**src/rtl/cec_rx_pkg.sv**
```systemverilog
package cec_rx_pkg;
  typedef enum logic [3:0] {
    RX_IDLE,
    RX_START_LO,
    RX_START_HI,
    RX_BIT_SAMPLE,
    RX_BIT_REST,
    RX_BIT_HIGH,
    RX_ACK_DRIVE,
    RX_ACK_REST,
    RX_FINISH,
    RX_ERR_DRIVE
  } crx_state_e;
endpackage

```
**src/rtl/cec_rx_sync.sv**
```systemverilog
module cec_rx_sync #(
  parameter int STAGES = 2
) (
  input  logic clk,
  input  logic rst,
  input  logic pin_i,
  output logic line_o,
  output logic rise_o
);
  logic [STAGES:0] sh;

  always_ff @(posedge clk) begin
    if (rst) sh <= '1;
    else     sh <= {sh[STAGES-1:0], pin_i};
  end

  assign line_o = sh[STAGES-1];
  assign rise_o = sh[STAGES-1] & ~sh[STAGES];
endmodule

```
**src/rtl/cec_rx_timer.sv**
```systemverilog
module cec_rx_timer #(
  parameter int W = 15
) (
  input  logic         clk,
  input  logic         rst,
  input  logic         tick,
  input  logic         clr,
  output logic [W-1:0] cnt
);
  always_ff @(posedge clk) begin
    if (rst || clr)             cnt <= '0;
    else if (tick && cnt != '1) cnt <= cnt + 1'b1;
  end
endmodule

```
**src/rtl/cec_rx_store.sv**
```systemverilog
module cec_rx_store #(
  parameter int MAX_BYTES = 16,
  parameter int IDX_W     = 4
) (
  input  logic                   clk,
  input  logic                   rst,
  input  logic                   wr_en,
  input  logic [IDX_W-1:0]       wr_idx,
  input  logic [7:0]             wr_byte,
  output logic [MAX_BYTES*8-1:0] bytes_o
);
  for (genvar k = 0; k < MAX_BYTES; k++) begin : g_byte
    always_ff @(posedge clk) begin
      if (rst)                                        bytes_o[8*k +: 8] <= '0;
      else if (wr_en && wr_idx == IDX_W'(k))          bytes_o[8*k +: 8] <= wr_byte;
    end
  end
endmodule

```
**src/rtl/cec_bit_receiver.sv**
```systemverilog
module cec_bit_receiver
  import cec_rx_pkg::*;
#(
  parameter int MAX_BYTES       = 16,
  parameter int LEN_W           = 8,
  parameter int SYNC_STAGES     = 2,
  parameter int T_START_LOW_MIN = 3500,
  parameter int T_START_MAX     = 4700,
  parameter int T_SAMPLE        = 850,
  parameter int T_BACK_HIGH     = 1750,
  parameter int T_BIT_MIN       = 2050,
  parameter int T_BIT_MAX       = 2750,
  parameter int T_ACK_LOW       = 1500,
  parameter int T_LOW_DRIVE     = 3600
) (
  input  logic                   clk,
  input  logic                   rst,
  input  logic                   tick_us,
  input  logic                   cec_in,
  input  logic [15:0]            la_mask,
  output logic                   cec_drive_low,
  output logic [MAX_BYTES*8-1:0] frame_bytes,
  output logic [LEN_W-1:0]       frame_len,
  output logic                   frame_valid
);
  localparam int CNT_W = $clog2(T_START_MAX + T_LOW_DRIVE) + 1;
  localparam int IDX_W = (MAX_BYTES > 1) ? $clog2(MAX_BYTES) : 1;
  localparam logic [CNT_W-1:0] C_START_MIN = CNT_W'(T_START_LOW_MIN);
  localparam logic [CNT_W-1:0] C_START_MAX = CNT_W'(T_START_MAX);
  localparam logic [CNT_W-1:0] C_SAMPLE    = CNT_W'(T_SAMPLE);
  localparam logic [CNT_W-1:0] C_HIGH      = CNT_W'(T_BACK_HIGH);
  localparam logic [CNT_W-1:0] C_BIT_MIN   = CNT_W'(T_BIT_MIN);
  localparam logic [CNT_W-1:0] C_BIT_MAX   = CNT_W'(T_BIT_MAX);
  localparam logic [CNT_W-1:0] C_ACK       = CNT_W'(T_ACK_LOW);
  localparam logic [CNT_W-1:0] C_LDRV      = CNT_W'(T_LOW_DRIVE);
  localparam logic [LEN_W-1:0] L_MAX       = LEN_W'(MAX_BYTES);

  crx_state_e        state, state_n;
  logic              line, rise, tclr;
  logic [CNT_W-1:0]  cnt;
  logic [3:0]        bitpos, dest;
  logic [LEN_W-1:0]  byte_cnt, len_q;
  logic [6:0]        shreg;
  logic              eom, valid_q, drv_q;
  logic              start_ok, smp, adv, deliver, ack_me, wr_en;

  cec_rx_sync #(.STAGES(SYNC_STAGES)) u_sync (
    .clk(clk), .rst(rst), .pin_i(cec_in), .line_o(line), .rise_o(rise));

  cec_rx_timer #(.W(CNT_W)) u_timer (
    .clk(clk), .rst(rst), .tick(tick_us), .clr(tclr), .cnt(cnt));

  cec_rx_store #(.MAX_BYTES(MAX_BYTES), .IDX_W(IDX_W)) u_store (
    .clk(clk), .rst(rst), .wr_en(wr_en), .wr_idx(byte_cnt[IDX_W-1:0]),
    .wr_byte({shreg, line}), .bytes_o(frame_bytes));

  // broadcast address 15 is never acknowledged by pulling low
  assign ack_me = (dest != 4'hF) && la_mask[dest];
  assign wr_en  = smp && (bitpos == 4'd7) && (byte_cnt < L_MAX);

  always_comb begin
    state_n  = state;
    tclr     = 1'b0;
    start_ok = 1'b0;
    smp      = 1'b0;
    adv      = 1'b0;
    deliver  = 1'b0;
    case (state)
      RX_IDLE: if (!line) begin state_n = RX_START_LO; tclr = 1'b1; end
      RX_START_LO: if (rise) state_n = (cnt < C_START_MIN) ? RX_IDLE : RX_START_HI;
      RX_START_HI: begin
        if (!line) begin
          state_n = RX_BIT_SAMPLE; tclr = 1'b1; start_ok = 1'b1;
        end else if (cnt > C_START_MAX) state_n = RX_IDLE;
      end
      RX_BIT_SAMPLE: if (cnt == C_SAMPLE) begin smp = 1'b1; state_n = RX_BIT_REST; end
      RX_BIT_REST:   if (cnt >= C_HIGH) state_n = RX_BIT_HIGH;
      RX_BIT_HIGH: begin
        if (!line) begin
          tclr = 1'b1;
          if (cnt < C_BIT_MIN) state_n = RX_ERR_DRIVE;
          else begin
            adv = 1'b1;
            if (bitpos == 4'd8) state_n = ack_me ? RX_ACK_DRIVE : RX_ACK_REST;
            else                state_n = RX_BIT_SAMPLE;
          end
        end else if (cnt > C_BIT_MAX) state_n = RX_IDLE;
      end
      RX_ACK_DRIVE: if (cnt >= C_ACK) state_n = RX_ACK_REST;
      RX_ACK_REST: begin
        if (cnt >= C_HIGH) begin
          if (line && eom) begin deliver = 1'b1; state_n = RX_FINISH; end
          else state_n = RX_BIT_HIGH;
        end
      end
      RX_FINISH:    if (cnt >= C_BIT_MIN) state_n = RX_IDLE;
      RX_ERR_DRIVE: if (cnt >= C_LDRV) state_n = RX_IDLE;
      default:      state_n = RX_IDLE;
    endcase
  end

  always_ff @(posedge clk) begin
    if (rst) begin
      state    <= RX_IDLE;
      bitpos   <= '0;
      byte_cnt <= '0;
      len_q    <= '0;
      shreg    <= '0;
      dest     <= '0;
      eom      <= 1'b0;
      valid_q  <= 1'b0;
      drv_q    <= 1'b0;
    end else begin
      state   <= state_n;
      valid_q <= deliver;
      drv_q   <= (state_n == RX_ACK_DRIVE) || (state_n == RX_ERR_DRIVE);
      if (start_ok) begin
        bitpos   <= '0;
        byte_cnt <= '0;
        len_q    <= '0;
        eom      <= 1'b0;
      end
      if (smp) begin
        if (bitpos < 4'd8) shreg <= {shreg[5:0], line};
        if (bitpos == 4'd7 && byte_cnt == '0) dest <= {shreg[2:0], line};
        if (bitpos == 4'd8) begin
          eom   <= line;
          len_q <= (byte_cnt == '1) ? byte_cnt : byte_cnt + 1'b1;
        end
      end
      if (adv) begin
        if (bitpos == 4'd9) begin
          bitpos   <= '0;
          byte_cnt <= (byte_cnt == '1) ? byte_cnt : byte_cnt + 1'b1;
        end else bitpos <= bitpos + 1'b1;
      end
    end
  end

  assign cec_drive_low = drv_q;
  assign frame_len     = len_q;
  assign frame_valid   = valid_q;
endmodule

```
**config.mk**
```make
export PLATFORM = sky130hd
export DESIGN_NAME = cec_bit_receiver
export DESIGN_NICKNAME = d
export VERILOG_FILES = /design/src/rtl/cec_rx_pkg.sv /design/src/rtl/cec_rx_sync.sv /design/src/rtl/cec_rx_timer.sv /design/src/rtl/cec_rx_store.sv /design/src/rtl/cec_bit_receiver.sv
export SDC_FILE = /design/constraint.sdc
export NUM_CORES = 1
export LEC_CHECK = 0
export CAP_MARGIN = 20
export CORE_MARGIN = 4
export CORE_UTILIZATION = 53
export CTS_BUF_LIST = sky130_fd_sc_hd__clkbuf_8
export DETAILED_ROUTE_END_ITERATION = 8
export GPL_ROUTABILITY_DRIVEN = 1
export PLACE_DENSITY = 0.81
export SYNTH_ARGS = -nofsm -noshare
export SYNTH_HDL_FRONTEND = slang
export SYNTH_SLANG_ARGS = --single-unit
```
**constraint.sdc**
```tcl
create_clock -name clk -period 2.8 [get_ports clk]
set_input_delay 0.28 -clock clk [delete_from_list [all_inputs] [get_ports clk]]
set_output_delay 0.28 -clock clk [all_outputs]
set_load 0.01 [all_outputs]
```
==> results.md <==
- Number of synthesized flops with an enable pin: 0
- Number of CTS-inserted buffers: 17
- Unrepaired setup endpoints after global routing: false
- CP max stage cell: nor4bb_1
- Port Buffers: 156
- Fmax: 391 MHz
- Sink Count: between 150 and 200
- Critical path required time: ~3.1 ns
- Synthesized cell area: between 0.007 and 0.008 mm^2
- Critical path's top delay family: simple AND/OR/NAND/NOR gates
- Crit path top cell by count: nand2_1
- Peak supply drop: 0.357 mV
- WP buf/inv: 1
- Clk slew on worst S/H paths: 0.09 ns
- Synth warn: 0
- Setup TNS: 0 ns
- Total number of vias: 7,034
- Final cycle utilization of the critical path: 0.913
- Post-Syn Area per Cell: 8.20 um^2
- Final cell utilization of the core: 0.682
- Post-CTS repair timing setup buffer count: 0
- Drt via density: 5.51
- Max-slew headroom: 0.370
- Leak: 3.61 nW
- Synth area leaders: dfxtp_1, nand2_1, a21oi_1
- Post-Synth Simple-Gate Area: 0.254
- Final worst slack: 0.243 ns
- Slew Viols, Final: 0
- Post-synth top area share: 0.468
- # nets final: 1,109
- IO Pins: 158
- Total GRT Usage: 0.247
- Hold Path Depth: 2
- Fin crit period: 2.56 ns
- Area delta synth->final: 25.9%
- Pre-CTS WS: 0.280 ns
- Initial core utilization: 0.542
- Clock Skew: 0.0121 ns
- Share of layout cells above drive strength 1: 0.0741
- Number of diodes: 0
- CTS tree: built
- Pwr/cell area: 449 mW/mm^2
- Post-Route WL: 21,100 um
- Die height: ~130 um
- Initial antenna violation count: 0
- R2R cell count: 7
- Gr ovfl total: 0
- Complex-gate fraction of the synthesized area: 0.130
- Synth Register Bits: 184
- Design Power: 4.45 mW
- DR WL/cell: 16.5 um
- Sequential fraction of the synthesis area: 0.468
- Core Rows: 44
- Die W: roughly 130 um
- Max Cap Viol: 0
- Startpoint types: flip-flop
- Core Area: 0.0145 mm^2
- Initial DRC count: about 620
- Die ar.: 0.0169 mm^2
- Worst reg2reg endpoint: u_store.bytes_o[6]
- Unique masters post-synth: between 60 and 70
- Top FF cell, synth: dfxtp_1
- Drt pass-1 iters: 8
- Antenna Nets Post-Route: 0
- CTS resizes: 0
- Post-DP HPWL: between 10,000 and 15,000 um
- Gpl congestion: about 0.93
- CTS H-tree lvls: 4
- Clock latency on the worst-skew pair: 0.47 ns
- Reg-to-Reg Start: state[2]
- XOR/XNOR share of the synthesized area: 0.0167
- Top cells by count, synth: nand2_1, dfxtp_1, a21oi_1, nor2_1, clkbuf_1
- Run status: finished clean
- Largest family of logic cells by synthesized area: simple AND/OR/NAND/NOR gates
- Largest net degree at the start of global routing: 66
- Worst-path cell chain: nor4bb_1 > nand2_1 > nor4_2 > buf_4 > nand3b_1 > nand2_1 > a21oi_1
- Hold_sp: rst
- Vias in the first global route: 6,612
- Worst Setup End Kind: flip-flop
- Largest area contributor in the netlist: dfxtp_1
- Share of async-settable or async-resettable flops after synthesis: 0
- Drt drc: 0
- Count leader, synth: nand2_1
- Mux share of post-synthesis cell area: 0.0699
- First-pass GRT wire length: 33,400 um
- Kind of critical path: reg2reg
- Synthesized instance count: 960
- Worst hold endpoint: frame_valid
- Final setup violating endpoints: 0
- CTS hold repair buffers: 0
- Tightest Pin Transition: 0.944 ns
- Class of the worst hold path: in2reg
- Top fanout value on the critical path: 13
- Clock Tree Root: clkbuf_8
- Final-report hold violation count: 0
- CP peak stage delay: 0.61 ns
- Reg2reg setup slack: 0.24 ns
- CP Data Arrival Time: 2.90 ns
- Maximum clock path buffer count: 2
- Net count of the mapped netlist: 989
- Adder-Cell Fraction of Synth Area: 0.0143
[registers in the layout (all words and copies together) (netlist names), 3 cells and up]
| name | cells |
|---|---|
| state | 4 |
| bitpos | 4 |
| u_timer.cnt | 15 |
| frame_len | 8 |
| dest | 4 |
| u_store.bytes_o | 128 |
| u_sync.sh | 3 |
| shreg | 7 |
| byte_cnt | 8 |
[where the power goes]
part           internal [mW]  switching, mW
Combinational         0.0461         0.0686
Clock                  0.769          0.937
Sequential              2.62        0.00813
Total                   3.43           1.01
[final cells by class]
class	count	area, um^2
Tap cell	184	230
Sequential cell	184	3680
Multi-Input combinational cell	684	3830
Clock inverter	12	103
Timing Repair Buffer	182	1750
Inverter	11	41.3
Fill cell	1188	4620
Clock buffer	20	275
[logic make-up after synthesis]
family / after synthesis
buffers and inverters: 92
adders and majority gates: 9
DFF: 184
xor gates and xnor gates: 15
muxes: 52
and+or+nand+nor: 436
AOI/OAI and AO/OA: 172
[worst register-to-register path, stage by stage (launching register included)]
cell and delay [ns]:
dfxtp_1 0.43, nor4bb_1 0.61, nand2_1 0.24, nor4_2 0.26, buf_4 0.23, nand3b_1 0.36
nand2_1 0.21, a21oi_1 0.08
[worst max-delay path by stage]
stage,cells after the start,to,from
finish,7,u_store.bytes_o[6],state[2]
detailed placement,8,cec_drive_low,la_mask[2]
floorplan,7,cec_drive_low,u_timer.cnt[4]
CTS,7,u_store.bytes_o[6],state[2]
global placement,8,cec_drive_low,la_mask[7]
global route,7,u_store.bytes_o[6],state[2]
[routing by layer]
| metal | wire length, um | up-vias | track usage |
|---|---|---|---|
| met5 | 0 | - | 0 |
| met1 | 9040 | 3314 | 0.314 |
| met4 | 214 | 0 | 0.0642 |
| li1 | - | 3486 | - |
| met2 | 9830 | 216 | 0.398 |
| met3 | 1990 | 18 | 0.0933 |
[placed cells by master (no fill, tap or decap), types with 4 or more instances in the layout]
cell	count
nand2_1	211
dfxtp_1	184
clkdlybuf4s50_1	155
a21oi_1	113
nor2_1	94
mux2i_1	49
nand3_1	27
buf_4	27
clkbuf_8	20
nand4_1	14
inv_1	13
and3_1	12
or2_2	10
nand3b_1	9
o211ai_1	9
a31oi_1	9
ha_1	9
xnor2_1	8
nand2b_1	7
and2_1	7
o21ai_0	7
xor2_1	7
nor3_1	6
nor3b_1	5
nor2b_1	5
a211oi_1	5
nor4_1	4
or3_1	4
o21a_1	4
[stage by stage]
step | hold WS [ns] | cells | area [um^2]
after CTS | 0.0402 | 1277 | 9910
after detailed placement | 0.401 | 1245 | 9540
after global placement | 0.398 | 1245 | 9540
final | 0.0504 | 1277 | 9910
after global routing | 0.0359 | 1277 | 9910
after floorplan | 0.384 | 960 | 7880
(Power assumes the default switching activity.)
